$ cat src/rtl/shout_pkg.sv
package shout_pkg;

  // Mode field placement inside the control register.
  localparam int ACR_MODE_LSB = 2;
  localparam int ACR_MODE_W   = 3;

  localparam logic [ACR_MODE_W-1:0] MODE_SYS_OUT = 3'b110;
  localparam logic [ACR_MODE_W-1:0] MODE_TMR_OUT = 3'b101;

  // Strobes from control to datapath, at most one sequencing strobe per cycle.
  typedef struct packed {
    logic load;     // capture wrData into the shift register
    logic start;    // drive MSB, clock low
    logic rise;     // clock high, data held
    logic advance;  // rotate, drive next bit, clock low
    logic finish;   // final rotate, raise flag
    logic abort;    // clock back high, no flag
    logic flagClr;  // data register accessed
  } shStrobe_t;

  function automatic logic isShiftOut(input logic [ACR_MODE_W-1:0] m);
    return (m == MODE_SYS_OUT) || (m == MODE_TMR_OUT);
  endfunction

endpackage

$ cat src/rtl/shout_ctrl.sv
module shout_ctrl
  import shout_pkg::*;
#(
  parameter int DATA_W = 8,
  parameter int CTRL_W = 8
) (
  input  logic              clk,
  input  logic              rstN,
  input  logic              dataWr,
  input  logic              dataRd,
  input  logic              ctrlWr,
  input  logic [CTRL_W-1:0] wrCtrl,
  input  logic              tmrTick,
  output logic [CTRL_W-1:0] acrQ,
  output logic              busy,
  output shStrobe_t         strobe
);

  localparam int CNT_W = (DATA_W > 1) ? $clog2(DATA_W) : 1;
  localparam logic [CNT_W-1:0] LAST_BIT = CNT_W'(DATA_W - 1);

  logic [ACR_MODE_W-1:0] modeQ;
  logic [ACR_MODE_W-1:0] newMode;
  logic                  phaseHigh;
  logic [CNT_W-1:0]      cntQ;
  logic                  stepEn;

  assign modeQ   = acrQ[ACR_MODE_LSB +: ACR_MODE_W];
  assign newMode = wrCtrl[ACR_MODE_LSB +: ACR_MODE_W];

  // A half-bit phase completes every cycle in system mode, on a tick in timer mode.
  assign stepEn = busy && ((modeQ == MODE_SYS_OUT) ||
                           ((modeQ == MODE_TMR_OUT) && tmrTick));

  always_comb begin
    strobe         = '0;
    strobe.load    = dataWr;
    strobe.flagClr = dataWr || dataRd;
    if (dataWr && isShiftOut(modeQ)) begin
      strobe.start = 1'b1;
    end else if (ctrlWr && busy && !isShiftOut(newMode)) begin
      strobe.abort = 1'b1;
    end else if (stepEn) begin
      if (!phaseHigh)            strobe.rise    = 1'b1;
      else if (cntQ == LAST_BIT) strobe.finish  = 1'b1;
      else                       strobe.advance = 1'b1;
    end
  end

  always_ff @(posedge clk) begin
    if (!rstN) begin
      acrQ      <= '0;
      busy      <= 1'b0;
      phaseHigh <= 1'b1;
      cntQ      <= '0;
    end else begin
      if (ctrlWr) acrQ <= wrCtrl;
      if (strobe.start) begin
        busy      <= 1'b1;
        phaseHigh <= 1'b0;
        cntQ      <= '0;
      end else if (strobe.abort || strobe.finish) begin
        busy      <= 1'b0;
        phaseHigh <= 1'b1;
      end else if (strobe.rise) begin
        phaseHigh <= 1'b1;
      end else if (strobe.advance) begin
        phaseHigh <= 1'b0;
        cntQ      <= cntQ + 1'b1;
      end
    end
  end

  // a restart always begins from the first bit with the clock low
  a_r8_restart_from_msb: assert property (@(posedge clk) disable iff (!rstN)
    (dataWr && isShiftOut(modeQ)) |=> (busy && !phaseHigh && cntQ == '0));

endmodule

$ cat src/rtl/shout_datapath.sv
module shout_datapath
  import shout_pkg::*;
#(
  parameter int DATA_W = 8
) (
  input  logic              clk,
  input  logic              rstN,
  input  shStrobe_t         strobe,
  input  logic [DATA_W-1:0] wrData,
  output logic [DATA_W-1:0] shRegQ,
  output logic              sClk,
  output logic              sData,
  output logic              irqFlag
);

  logic [DATA_W-1:0] rotated;
  assign rotated = {shRegQ[DATA_W-2:0], shRegQ[DATA_W-1]};

  always_ff @(posedge clk) begin
    if (!rstN) begin
      shRegQ  <= '0;
      sClk    <= 1'b1;
      sData   <= 1'b0;
      irqFlag <= 1'b0;
    end else begin
      // Rotating keeps the byte intact: after the last rotate it reads back whole.
      if (strobe.load)                          shRegQ <= wrData;
      else if (strobe.advance || strobe.finish) shRegQ <= rotated;

      if (strobe.start)        sData <= wrData[DATA_W-1];
      else if (strobe.advance) sData <= shRegQ[DATA_W-2];

      if (strobe.start || strobe.advance)    sClk <= 1'b0;
      else if (strobe.rise || strobe.abort)  sClk <= 1'b1;

      if (strobe.load)         irqFlag <= 1'b0;
      else if (strobe.finish)  irqFlag <= 1'b1;
      else if (strobe.flagClr) irqFlag <= 1'b0;
    end
  end

  // data only moves together with a falling shift clock
  a_r4_data_stable_high: assert property (@(posedge clk) disable iff (!rstN)
    sClk |-> $stable(sData));

endmodule

$ cat src/rtl/shout_port.sv
module shout_port
  import shout_pkg::*;
#(
  parameter int DATA_W = 8,
  parameter int ADDR_W = 2
) (
  input  logic              clk,
  input  logic              rstN,
  input  logic              wrEn,
  input  logic              rdEn,
  input  logic [ADDR_W-1:0] addr,
  input  logic [DATA_W-1:0] wrData,
  output logic [DATA_W-1:0] rdData,
  input  logic              tmrTick,
  output logic              sClk,
  output logic              sData,
  output logic              irqFlag
);

  localparam logic [ADDR_W-1:0] ADDR_DATA = ADDR_W'(0);
  localparam logic [ADDR_W-1:0] ADDR_CTRL = ADDR_W'(1);

  logic              dataWr, dataRd, ctrlWr, busy;
  logic [DATA_W-1:0] acrQ, shRegQ;
  shStrobe_t         strobe;

  assign dataWr = wrEn && (addr == ADDR_DATA);
  assign dataRd = rdEn && (addr == ADDR_DATA);
  assign ctrlWr = wrEn && (addr == ADDR_CTRL);

  always_comb begin
    case (addr)
      ADDR_DATA: rdData = shRegQ;
      ADDR_CTRL: rdData = acrQ;
      default:   rdData = '0;
    endcase
  end

  shout_ctrl #(.DATA_W(DATA_W), .CTRL_W(DATA_W)) uCtrl (
    .clk(clk), .rstN(rstN), .dataWr(dataWr), .dataRd(dataRd),
    .ctrlWr(ctrlWr), .wrCtrl(wrData), .tmrTick(tmrTick),
    .acrQ(acrQ), .busy(busy), .strobe(strobe)
  );

  shout_datapath #(.DATA_W(DATA_W)) uDp (
    .clk(clk), .rstN(rstN), .strobe(strobe), .wrData(wrData),
    .shRegQ(shRegQ), .sClk(sClk), .sData(sData), .irqFlag(irqFlag)
  );

  logic sysMode;
  assign sysMode = (acrQ[ACR_MODE_LSB +: ACR_MODE_W] == MODE_SYS_OUT);

  // clock rests high whenever no transfer runs
  a_r5_idle_clk_high: assert property (@(posedge clk) disable iff (!rstN)
    !busy |-> sClk);

  // in system-clock mode the shift clock flips every cycle of a transfer
  a_r3_sys_toggle: assert property (@(posedge clk) disable iff (!rstN)
    (busy && $past(busy) && !$past(dataWr) && sysMode && $past(sysMode))
      |-> (sClk != $past(sClk)));

  // the flag rises only as a transfer ends
  a_r5_flag_on_done: assert property (@(posedge clk) disable iff (!rstN)
    $rose(irqFlag) |-> ($past(busy) && !busy));

  // a data write leaves the flag clear
  a_r6_write_clears: assert property (@(posedge clk) disable iff (!rstN)
    dataWr |=> !irqFlag);

endmodule

$ cat config.mk
export PLATFORM = sky130hd
export DESIGN_NAME = shout_port
export DESIGN_NICKNAME = d
export VERILOG_FILES = /design/src/rtl/shout_pkg.sv /design/src/rtl/shout_ctrl.sv /design/src/rtl/shout_datapath.sv /design/src/rtl/shout_port.sv
export SDC_FILE = /design/constraint.sdc
export NUM_CORES = 1
export LEC_CHECK = 0
export ABC_CLOCK_PERIOD_IN_PS = 2800
export BUFFER_PORTS_ARGS = -buffer_cell sky130_fd_sc_hd__buf_2
export CORE_UTILIZATION = 58
export DETAILED_ROUTE_END_ITERATION = 10
export HOLD_SLACK_MARGIN = 0.15
export PLACE_DENSITY = 0.93
export SETUP_SLACK_MARGIN = 0.5
export SLEW_MARGIN = 20
export SYNTH_ARGS = -nofsm -noshare
export SYNTH_HDL_FRONTEND = slang
export SYNTH_SLANG_ARGS = --single-unit
$ cat constraint.sdc
create_clock -name clk -period 2.8 [get_ports clk]
set_input_delay 0.56 -clock clk [delete_from_list [all_inputs] [get_ports clk]]
set_output_delay 0.56 -clock clk [all_outputs]
set_load 0.02 [all_outputs]
Word level (Yosys, flattened, before mapping)
Index checks and enable logic that the tools add are counted.
{ "totals": {"ff_bits": 24} }
{ "classes": {"n_mux": 24, "n_eq_ne": 6, "bitwise_logic": 3, "n_addsub": 1, "n_reduce_logical": 27} }
{ "op_table": {"columns": ["operator", "n"], "rows": [
  ["1-bit two-way mux", 17],
  ["8-bit two-way mux", 2],
  ["8-bit case mux with 2 select lines", 1],
  ["3-bit == test (second input constant)", 5],
  ["2-bit nonzero test", 5],
  ["1-bit logical AND", 8],
  ["1-bit logical OR", 8],
  ["3-bit two-way mux", 2],
  ["4-bit two-way mux", 1],
  ["4-bit nonzero test", 1],
  ["2-bit OR reduction", 2],
  ["3-bit by 1-bit adder with 3-bit output (second input constant)", 1],
  ["1-bit inverter", 3],
  ["3-bit AND reduction", 1],
  ["2-bit by 1-bit == test with 1-bit output (second input constant)", 1],
  ["2-bit zero test", 1],
  ["2-bit two-way mux", 1],
  ["1-bit zero test", 1]
]} }

Logic depth before layout (Yosys ltp)
Gate-level depths: netlist (run 1).
{ "depth": {"depth_word": 11, "mapped_depth": 6} }

Modules after synthesis
A second synthesis (run 1) with hierarchy kept.
{ "hier_totals": {"hier_cells": 149, "hier_area_um2": 1343.8} }
{ "by_module_without_submodules": {"columns": ["mod", "cells_each", "instances", "area_per_inst_um2"], "rows": [
  ["shout_ctrl", 68, 1, 646.9],
  ["shout_datapath", 59, 1, 548.0],
  ["shout_port", 22, 1, 148.9]
]} }

Worst setup path after synthesis (run 1)
Ideal clock, no wire load.
{ "synth_path": {"path_kind": "input to register", "startpoint": "input addr[1]", "endpoint": "register uDp.sData", "required_ns": 2.672, "path_slack_ns": 1.002, "setup_time_ns": 0.128, "stages": 5, "n_path_buf": 1, "arrival_time_ns": 1.670, "cell_sequence": "buf_4 nor3b_1 nand3_1 o21ai_0 a31oi_1"} }
{ "synth_via": {"elab_chain_cells": 7} }
{ "synth_rtl": {"columns": ["element", "line_no", "rtl"], "rows": [
  ["from (decl)", "shout_port.sv:11", "input logic [ADDR_W-1:0] addr,"],
  ["2-bit by 1-bit == test with 1-bit output", "shout_port.sv:29", "assign ctrlWr = wrEn && (addr == ADDR_CTRL);"],
  ["1-bit logical AND", "shout_port.sv:29", null],
  ["1-bit logical AND (2 in a row)", "shout_ctrl.sv:41", "end else if (ctrlWr && busy && !isShiftOut(newMode)) begin"],
  ["3-bit two-way mux", "shout_ctrl.sv:41", null],
  ["4-bit two-way mux", "shout_ctrl.sv:39", "if (dataWr && isShiftOut(modeQ)) begin"],
  ["2-bit nonzero test (no source line)", null, null],
  ["to (signal assigned)", "shout_datapath.sv:30", "if (strobe.start) sData <= wrData[DATA_W-1];"],
  ["to (signal assigned)", "shout_datapath.sv:31", "else if (strobe.advance) sData <= shRegQ[DATA_W-2];"],
  ["to (decl)", "shout_datapath.sv:12", "output logic sData,"]
]} }
Several ways; a longest one is shown, not always the timed one.
A chain may end at the register's enable or synchronous reset.

Worst setup path after layout (run 1)
{ "layout_path": {"startpoint": "input addr[0]", "endpoint": "output rdData[7]"} }
{ "layout_via": {"elab_chain_cells": 2} }
{ "layout_rtl": {"columns": ["element", "line_no", "rtl"], "rows": [
  ["2-bit by 1-bit == test with 1-bit output or 2-bit zero test (tied branches)", "shout_port.sv:32", "case (addr)"],
  ["8-bit case mux with 2 select lines (*)", "shout_port.sv:32", null],
  ["to (decl)", "shout_port.sv:13", "output logic [DATA_W-1:0] rdData,"]
]} }
Every way passes the cells marked *; elsewhere a longest branch is shown, timed or not.

==> results.py, run 1 <==
metrics = {
    "synthesis": {
        "yosys.area_share.adder_pct": 1.92,
        "syn_area_per_cell_sq_um": 9.16,
        "synth_nets": 159,
        "synth_area_sq_um": 1300,
        "netlist_instances": 142,
        "synth_seq_cells": 24,
        "synth_top_family_by_area": "simple AND/OR/NAND/NOR gates",
        "yosysWarnings": 0,
        "ys_seq_area_share_pct": 36.9,
        "synthDistinctLibCells": 31,
        "synthSimpleGateAreaFrac_pct": 20.2,
        "synth-compound-area-share_pct": 16.5,
        "synthMuxAreaShare_pct": 18.5,
        "synth_xor_area_share_pct": 1.35,
    },
    "route": {
        "wl_um": 2840,
        "via_per_inst": 5.88,
        "postRouteAntennaNets": 0,
        "drc": 0,
        "first_pass_iters": 4,
        "wl_per_cell_um": 14.7,
        "drt_iter0_drc": 32,
        "vias": 1135,
    },
    "sta": {
        "fmax_mhz": 538,
        "setup_slack_ns": 0.941,
        "finalSetupTns_ns": 0,
        "tightest_slew_ns": 0.493,
        "relSlewSlack_pct": 67.1,
        "hold_viol": 0,
        "min_period_ns": 1.86,
        "finalCritPeriodShare_pct": 66.4,
        "setup_viol": 0,
        "clock-skew-final_ns": 0.00462,
        "final_max_slew_viol_count": 0,
        "rsz0062_at_grt": "no",
    },
    "place": {
        "place_congestion": 0.902,
        "dp_slack_ns": 0.729,
        "place_hpwl_um": 2080,
        "portBuffers": 25,
    },
    "finish": {
        "area_growth_syn_to_layout_pct": 12.1,
        "final_nets": 184,
        "layout_commonest_cell": "buf_2",
        "diodes": 0,
        "layout_common_cells": "buf_2, mux2i_1, dfxtp_1",
        "drive_gt1_share_pct": 25.3,
        "utilization_pct": 71.4,
    },
    "critical_path": {
        "cpPeakStageDelay_ns": 0.26,
        "cp.required_ns": 2.24,
        "cp_slowest_cell": "buf_2",
        "worst_setup_path_start_kind": "input pin",
        "crit_arrival_ns": 1.30,
        "path_max_fanout": 11,
        "path_common_cell": "buf_2",
        "path_cells": "buf_2 -> mux2i_1 -> nor2_1 -> buf_2",
        "cp-end-kind": "primary output",
        "crit_type": "input pin to primary output",
    },
    "floorplan": {
        "die_x_um": 49.4,
        "core-area_sq_um": 2040,
        "die_y_um": 49.4,
        "core.rowCount": 16,
        "initial_core_util_pct": 63.7,
        "num_io_pins": 26,
        "die_area_sq_um": 2440,
    },
    "global_routing": {
        "use_met3_pct": 3.74,
        "globalRoute.totalOverflow": 0,
        "use_met2_pct": 45.4,
        "antenna_found_initial": 0,
        "grt_pass1_vias": 1087,
        "busiest_layer": "met2",
        "grt_use_total_pct": 25.0,
        "grt_max_degree": 31,
        "grt_util_met1_pct": 30.1,
        "grt_first_pass_wirelength_um": 4720,
    },
    "clock_tree": {
        "path_clk_slew_ns": 0.14,
        "cts_sinks": 24,
        "cts_buffers": 3,
        "cts-hold-fix-buffers": 0,
        "clockBufferDepth": 2,
        "cts_tree": "yes",
        "cts_resized": 0,
        "htreeDepth": 1,
        "cts_setup_buffers": 0,
        "clockRootBuffer": "clkbuf_4",
        "insertion_delay_ns": 0.31,
    },
    "power_and_ir_drop": {
        "switching_share_pct": 24.8,
        "p_switching_mw": 0.151,
        "clkPwrFrac_pct": 30.7,
        "ir_drop_v": 0.000261,
        "seqPwrFrac_pct": 57.8,
        "fin_total_pwr_mw": 0.608,
        "leakagePower_nw": 0.658,
        "p_per_area_nw_per_um2": 417,
        "pwr-share-comb_pct": 11.5,
        "p_int_mw": 0.457,
    },
    "worst_hold_path": {
        "hold_class": "flop to flop",
    },
    "run": {
        "max-cap-violations": 0,
    },
    "status": {
        "outcome": "finished, final reports clean",
    },
}
per-layer routing:
metal | routed length, um | vias to the layer above
met3 | 131 | 2
met4 | 12 | 0
met1 | 1280 | 538
li1 | - | 554
met2 | 1420 | 41
met5 | 0 | -
synth_stat cells (all sizes together):
| cell | number | share of area (%) |
|---|---|---|
| dfxtp | 24 | 37 |
| mux2i | 24 | 18 |
| nand2 | 14 | 4.0 |
| nor2 | 9 | 2.6 |
| o211ai | 9 | 5.2 |
| nor2b | 8 | 3.8 |
| or2 | 8 | 3.8 |
| o21ai | 7 | 2.7 |
| a21oi | 5 | 1.9 |
| nand3 | 5 | 1.9 |
| buf | 4 | 3.2 |
| clkbuf | 3 | 0.87 |
| a211oi | 2 | 1.5 |
| a21boi | 2 | 1.2 |
| ha | 2 | 1.9 |
| inv | 2 | 0.58 |
| nand3b | 2 | 1.2 |
| xor2 | 2 | 1.3 |
| a211o | 1 | 1.3 |
| a21bo | 1 | 0.77 |
| a311o | 1 | 0.77 |
| a31o | 1 | 0.67 |
| a31oi | 1 | 0.48 |
| and4b | 1 | 0.77 |
| nand2b | 1 | 0.48 |
| nand4 | 1 | 0.48 |
| nor3b | 1 | 0.58 |
| or3 | 1 | 0.48 |
worst max-delay path, delay by kind of cell:
family,cells,cell delay [ns]
buffers and inverters,2,0.42
multiplexers,1,0.26
AND/OR/NAND/NOR,1,0.06
registers in the layout, indices dropped and copies added, names as in the netlist:
| signal | cells |
|---|---|
| uCtrl.phaseHigh | 1 |
| uDp.irqFlag | 1 |
| uDp.sData | 1 |
| uCtrl.acrQ | 8 |
| uDp.shRegQ | 8 |
| uDp.sClk | 1 |
| uCtrl.busy | 1 |
| uCtrl.cntQ | 3 |
final cells by class:
cell class | count | area [sq um]
inverters | 2 | 7.51
clock buffers | 4 | 36.3
multi-input cells | 109 | 761
repair buffers | 27 | 140
fillers | 165 | 583
well taps | 27 | 33.8
flip-flops and latches | 24 | 480
path summary, 6_finish.rpt:
path | from | end | slack, ns | cells past startpoint
max | addr[0] | rdData[7] | 0.94 | 4
min | uDp.irqFlag$_SDFFE_PP0P_ | uDp.irqFlag$_SDFFE_PP0P_ | 0.47 | 2
max reg2reg | uCtrl.acrQ[3]$_SDFFE_PN0N_ | uDp.shRegQ[5]$_SDFFE_PN0P_ | 0.95 | 4
min reg2reg | uDp.irqFlag$_SDFFE_PP0P_ | uDp.irqFlag$_SDFFE_PP0P_ | 0.47 | 2
metrics by stage:
stage               cells  instance area, sq um  hold slack, ns
floorplan             142                  1300           0.442
global placement      189                  1420           0.442
finish                193                  1460           0.467
global route          193                  1460           0.509
CTS                   193                  1460           0.469
detailed placement    189                  1420           0.452
power by group through the flow:
stage	Combinational, mW	Clock, mW	Sequential [mW]
after CTS	0.0697	0.186	0.352
final	0.0699	0.187	0.352
after global placement	0.0673	0	0.359
after global routing	0.0765	0.201	0.352
after detailed placement	0.0694	0	0.359
after floorplan	0.0498	0	0.358
logic make-up after synthesis:
kind of cell | count (synthesis)
AO/OA/AOI/OAI | 30
adder cells (fa/ha/maj) | 2
AND/OR/NAND/NOR | 51
multiplexers | 24
flip-flops | 24
buffers and inverters | 9
XOR/XNOR | 2
No activity file was read; power rests on OpenSTA's default activity.
==> run 2: changes to the inputs <==
Settings changed: ABC_CLOCK_PERIOD_IN_PS 2800 to 1500, CORE_UTILIZATION 58 to 48, PLACE_DENSITY 0.93 to 0.84.
Clock period 2.8 ns to 1.5 ns, I/O delays scaled along.
==> run 2 against run 1 <==
The flow now finishes with violations (negative setup slack). Power is 97% higher. Clock power rose by 90%. Register-to-register slack worse by 1.2 ns. Cell count rose by 17%. Critical path depth is 2 higher. Combinational power increased to 2.7 times the previous value. Sequential power grew 86%. Core utilization grew 5.1 points. Via count grew 14%. Sequential cell count did not move. Critical path type is now flop to flop. Highest routed layer unchanged.
==> results.py, run 2 (synthesis gave the netlist of run 1 again) <==
metrics = {
    "critical_path": {
        "cp_slowest_cell": "dfxtp_2",
        "worst_setup_path_start_kind": "flop",
        "cp.required_ns": 1.76,
        "cp.buffers_inverters": 0,
        "cp-end-kind": "flop",
        "reg2reg_to": "uCtrl.cntQ[0]$_SDFFE_PP0P_",
        "path_cells": "ha_4 -> ha_4 -> and4b_1 -> a21bo_4 -> or3_4 -> a21oi_2",
        "path_common_cell": "ha_4",
        "r2r_setup_slack_ns": -0.20,
        "crit_type": "flop to flop",
        "r2r-start": "uCtrl.cntQ[1]$_SDFFE_PP0P_",
        "r2r_cells": 6,
        "crit_arrival_ns": 1.96,
        "cpPeakStageDelay_ns": 0.37,
        "crit_family": "simple AND/OR/NAND/NOR gates",
        "path_max_fanout": 4,
    },
    "sta": {
        "setup_viol": 6,
        "final_max_slew_viol_count": 0,
        "fmax_mhz": 588,
        "hold-worst-slack_ns": 0.214,
        "min_period_ns": 1.70,
        "clock-skew-final_ns": 0.00494,
        "finalSetupTns_ns": -0.897,
        "tightest_slew_ns": 0.491,
        "relSlewSlack_pct": 67.2,
        "hold_viol": 0,
        "finalCritPeriodShare_pct": 113,
        "rsz0062_at_grt": "yes",
        "setup_slack_ns": -0.202,
    },
    "route": {
        "vias": 1295,
        "wl_per_cell_um": 16.7,
        "wl_met1_um": 1640,
        "drc": 0,
        "via_per_inst": 5.73,
        "first_pass_iters": 4,
        "postRouteAntennaNets": 0,
        "route.met2.wl_um": 1930,
        "route.met3.wl_um": 158,
        "drt_iter0_drc": 29,
        "wl_um": 3780,
        "top_layer": "met4",
    },
    "finish": {
        "fillers": 154,
        "final_design_area_no_fill_sq_um": 1930,
        "area_growth_syn_to_layout_pct": 48.5,
        "layout_commonest_cell": "buf_4",
        "drive_gt1_share_pct": 58.7,
        "final_nets": 214,
        "layout_common_cells": "buf_4, mux2i_1, buf_6",
        "utilization_pct": 76.6,
        "stdcell_count": 226,
        "diodes": 0,
        "reg_top3": "uCtrl.acrQ x8, uDp.shRegQ x8, uCtrl.cntQ x3",
    },
    "clock_tree": {
        "cts_tree": "yes",
        "htreeDepth": 1,
        "cts_buffers": 3,
        "clockRootBuffer": "clkbuf_4",
        "clockBufferDepth": 2,
        "cts_sinks": 24,
        "path_clk_slew_ns": 0.14,
        "insertion_delay_ns": 0.32,
    },
    "place": {
        "place_area_sq_um": 1610,
        "dp_cells": 208,
        "place_hpwl_um": 2210,
        "portBuffers": 25,
        "dp_slack_ns": -0.199,
        "place_congestion": 0.774,
    },
    "power_and_ir_drop": {
        "pwr-share-comb_pct": 15.7,
        "p_switching_mw": 0.312,
        "ir_drop_v": 0.000596,
        "fin_total_pwr_mw": 1.20,
        "seqPwrFrac_pct": 54.6,
        "switching_share_pct": 26.0,
        "p_per_area_nw_per_um2": 621,
        "p_int_mw": 0.888,
        "leakagePower_nw": 0.828,
        "clkPwrFrac_pct": 29.7,
    },
    "worst_hold_path": {
        "hold_path_end": "uDp.irqFlag$_SDFFE_PP0P_",
        "hold_class": "input pin to flop",
        "min_path_cells": 4,
        "hp-start": "rdEn",
    },
    "run": {
        "max-cap-violations": 0,
    },
    "floorplan": {
        "core.rowCount": 18,
        "die_area_sq_um": 2920,
        "num_io_pins": 26,
        "die_x_um": 54.1,
        "core-area_sq_um": 2520,
        "initial_core_util_pct": 51.6,
        "die_y_um": 54.1,
    },
    "status": {
        "outcome": "finished, violations left",
        "failed_checks": "negative setup slack",
    },
    "global_routing": {
        "globalRoute.totalOverflow": 0,
        "antenna_found_initial": 0,
        "grt_use_total_pct": 28.1,
        "grt_first_pass_wirelength_um": 5870,
        "grt_pass1_vias": 1240,
        "grt_max_degree": 31,
    },
}
==> run 2: worst max path at each step <==
| stage | startpoint | to | cells past startpoint |
|---|---|---|---|
| global route | uCtrl.cntQ[1]$_SDFFE_PP0P_ | uCtrl.cntQ[1]$_SDFFE_PP0P_ | 7 |
| detailed placement | uCtrl.cntQ[0]$_SDFFE_PP0P_ | uCtrl.cntQ[0]$_SDFFE_PP0P_ | 6 |
| floorplan | uCtrl.cntQ[0]$_SDFFE_PP0P_ | uCtrl.cntQ[0]$_SDFFE_PP0P_ | 6 |
| finish | uCtrl.cntQ[1]$_SDFFE_PP0P_ | uCtrl.cntQ[0]$_SDFFE_PP0P_ | 6 |
| CTS | uCtrl.cntQ[1]$_SDFFE_PP0P_ | uCtrl.cntQ[0]$_SDFFE_PP0P_ | 6 |
| global placement | uCtrl.cntQ[0]$_SDFFE_PP0P_ | uCtrl.cntQ[0]$_SDFFE_PP0P_ | 6 |
==> run 2: worst reg2reg max path: stages (launching register included) <==
cell,delay [ns]
dfxtp_2,0.37
ha_4,0.17
ha_4,0.15
and4b_1,0.25
a21bo_4,0.25
or3_4,0.33
a21oi_2,0.13
==> run 2: area by class of cell <==
| type | count | area (sq um) | area share [%] |
|---|---|---|---|
| Multi-Input combinational cell | 109 | 883 | 45.7 |
| Timing Repair Buffer | 57 | 459 | 23.8 |
| Inverter | 2 | 7.51 | 0.389 |
| Clock buffer | 4 | 36.3 | 1.88 |
| Tap cell | 30 | 37.5 | 1.94 |
| Sequential cell | 24 | 508 | 26.3 |
==> run 2: repair_timing <==
item                       CTS  global route
pin swaps                   11            10
gates resized for setup     55            10
setup endpoints to repair   27            34
hold buffers                 0             0
setup buffers               11             3
==> run 2: power by group through the flow <==
stage / combinational (mW) / clock, mW / sequential, mW
final: 0.188 / 0.356 / 0.655
after floorplan: 0.0993 / 0 / 0.668
after global routing: 0.200 / 0.382 / 0.656
after CTS: 0.176 / 0.355 / 0.655
after global placement: 0.155 / 0 / 0.669
after detailed placement: 0.159 / 0 / 0.669
==> run 2: per-layer routing <==
metal,global-route usage (%),vias up
met2,46.7,52
met5,0,-
met4,9.40,0
met1,37.7,616
li1,-,618
met3,2.82,9
==> run 3: changes to the inputs <==
Settings changed: BUFFER_PORTS_ARGS -buffer_cell sky130_fd_sc_hd__buf_2 to default, CORE_UTILIZATION 48 to 55, DONT_BUFFER_PORTS from default to 1, PLACE_DENSITY 0.84 to 0.83.
==> run 3 against run 2 <==
The flow still finishes with violations (negative setup slack). Power down 6.4%. Global-route usage down 1.2 points. Clock power down 1%. First-iteration DRC count up 41%. Hold slack worse by 0.17 ns. Sequential cell count unchanged. Die area down 12%. Wire length down 6.2%. Largest power group unchanged.
==> results.py, run 3 (synthesis gave the netlist of run 1 again) <==
metrics = {
    "floorplan": {
        "num_io_pins": 26,
        "core-area_sq_um": 2210,
        "die_y_um": 50.6,
        "die_x_um": 50.6,
        "die_area_sq_um": 2560,
        "initial_core_util_pct": 58.8,
        "core.rowCount": 17,
    },
    "route": {
        "first_pass_iters": 6,
        "vias": 1162,
        "wl_um": 3540,
        "drc": 0,
        "postRouteAntennaNets": 0,
        "wl_per_cell_um": 18.6,
        "drt_iter0_drc": 41,
        "via_per_inst": 6.08,
    },
    "critical_path": {
        "crit_arrival_ns": 1.93,
        "r2r-start": "uCtrl.cntQ[0]$_SDFFE_PP0P_",
        "cp.required_ns": 1.71,
        "r2r_setup_slack_ns": -0.22,
        "worst_setup_path_start_kind": "flop",
        "reg2reg_to": "uCtrl.cntQ[1]$_SDFFE_PP0P_",
        "r2r_cells": 7,
        "crit_type": "flop to flop",
        "cp-end-kind": "flop",
        "path_max_fanout": 6,
    },
    "clock_tree": {
        "cts_buffers": 3,
        "cts_sinks": 24,
        "cts_tree": "yes",
        "insertion_delay_ns": 0.32,
        "clockRootBuffer": "clkbuf_4",
        "clockBufferDepth": 2,
        "htreeDepth": 1,
        "path_clk_slew_ns": 0.13,
    },
    "place": {
        "portBuffers": 0,
        "place_area_sq_um": 1450,
        "place_hpwl_um": 2050,
        "place_congestion": 0.777,
    },
    "sta": {
        "tightest_slew_ns": 0.464,
        "clock-skew-final_ns": 0.00576,
        "fmax_mhz": 583,
        "setup_slack_ns": -0.215,
        "hold-worst-slack_ns": 0.0458,
        "min_period_ns": 1.72,
        "hold_viol": 0,
        "relSlewSlack_pct": 68.9,
        "rsz0062_at_grt": "yes",
        "finalCritPeriodShare_pct": 114,
        "final_max_slew_viol_count": 0,
        "setup_viol": 6,
    },
    "global_routing": {
        "grt_first_pass_wirelength_um": 5060,
        "grt_pass1_vias": 1118,
        "globalRoute.totalOverflow": 0,
        "antenna_found_initial": 0,
        "grt_max_degree": 31,
        "grt_use_total_pct": 26.9,
    },
    "run": {
        "max-cap-violations": 0,
    },
    "finish": {
        "layout_commonest_cell": "mux2i_1",
        "final_nets": 181,
        "drive_gt1_share_pct": 49.7,
        "area_growth_syn_to_layout_pct": 31.6,
        "diodes": 0,
        "layout_common_cells": "mux2i_1, buf_4, dfxtp_2",
        "reg_top3": "uCtrl.acrQ x8, uDp.shRegQ x8, uCtrl.cntQ x3",
        "final_design_area_no_fill_sq_um": 1710,
        "utilization_pct": 77.4,
    },
    "power_and_ir_drop": {
        "fin_total_pwr_mw": 1.12,
        "ir_drop_v": 0.000485,
        "leakagePower_nw": 0.673,
        "p_per_area_nw_per_um2": 655,
    },
    "worst_hold_path": {
        "hp-start": "rstN",
        "hold_path_end": "uDp.sClk$_SDFFE_PN1P_",
        "min_path_cells": 1,
        "hold_class": "input pin to flop",
    },
    "status": {
        "failed_checks": "negative setup slack",
        "outcome": "finished, violations left",
    },
}
run 3: changes by cell type in the layout (fill, tap and decap cells not counted), moves of 4 or more:
| cell | before | now |
|---|---|---|
| buf_2 | 13 | 0 |
| buf_4 | 26 | 19 |
| buf_6 | 17 | 4 |
| mux2i_2 | 4 | 0 |
run 3: per-layer routing:
metal	global-route usage [%]	vias up	share of wire, %
met5	0	-	0
met4	16.2	0	0.76
met3	4.55	4	5.9
met2	43.8	50	52
met1	32.8	562	42
li1	-	546	-
run 3: how the worst max path moves through the flow:
stage | startpoint | to | slack (ns) | cells past startpoint
6_report | uCtrl.cntQ[0]$_SDFFE_PP0P_ | uCtrl.cntQ[1]$_SDFFE_PP0P_ | -0.22 | 7
5_1_grt | uCtrl.cntQ[0]$_SDFFE_PP0P_ | uCtrl.cntQ[1]$_SDFFE_PP0P_ | -0.27 | 7
4_1_cts | uCtrl.cntQ[1]$_SDFFE_PP0P_ | uCtrl.cntQ[0]$_SDFFE_PP0P_ | -0.15 | 6
3_5_place_dp | uCtrl.cntQ[1]$_SDFFE_PP0P_ | uCtrl.cntQ[0]$_SDFFE_PP0P_ | -0.13 | 6
3_3_place_gp | uCtrl.cntQ[0]$_SDFFE_PP0P_ | uCtrl.cntQ[0]$_SDFFE_PP0P_ | -0.08 | 6
2_1_floorplan | uCtrl.cntQ[0]$_SDFFE_PP0P_ | uCtrl.cntQ[0]$_SDFFE_PP0P_ | -0.06 | 6
run 3: timing repair:
action                                  4_1_cts  5_1_grt
buffers inserted                              9        3
hold endpoints to repair                     24       21
pin swaps                                    15       12
endpoints found under the setup margin       27       27
gates resized for setup                      31       18
run 3: metrics by stage:
| stage | setup WS [ns] | instances | TNS [ns] |
|---|---|---|---|
| after floorplan | -0.0647 | 142 | -0.0647 |
| after global placement | -0.0847 | 175 | -0.0847 |
| after detailed placement | -0.131 | 175 | -0.142 |
| after CTS | -0.149 | 188 | -0.566 |
| after global routing | -0.272 | 191 | -1.27 |
| final | -0.215 | 191 | -0.877 |
run 3: layout make-up:
| cell class | instances | area [sq um] |
|---|---|---|
| Multi-Input combinational cell | 109 | 908 |
| Sequential cell | 24 | 518 |
| Fill cell | 147 | 499 |
| Timing Repair Buffer | 24 | 208 |
| Clock buffer | 4 | 36.3 |
| Tap cell | 28 | 35.0 |
| Inverter | 2 | 7.51 |
run 3: report_power, final:
group          total (mW)  switching (mW)  internal [mW]
sequential          0.650         0.00882          0.641
combinational       0.120          0.0543         0.0655
clock               0.352           0.204          0.149
run 3: worst max-delay path, stage by stage (launching register included):
cell     delay (ns)
dfxtp_2        0.36
ha_4           0.16
ha_4           0.15
and4b_1        0.26
a21bo_4        0.24
buf_4          0.16
o21ai_1        0.17
a21oi_1        0.11
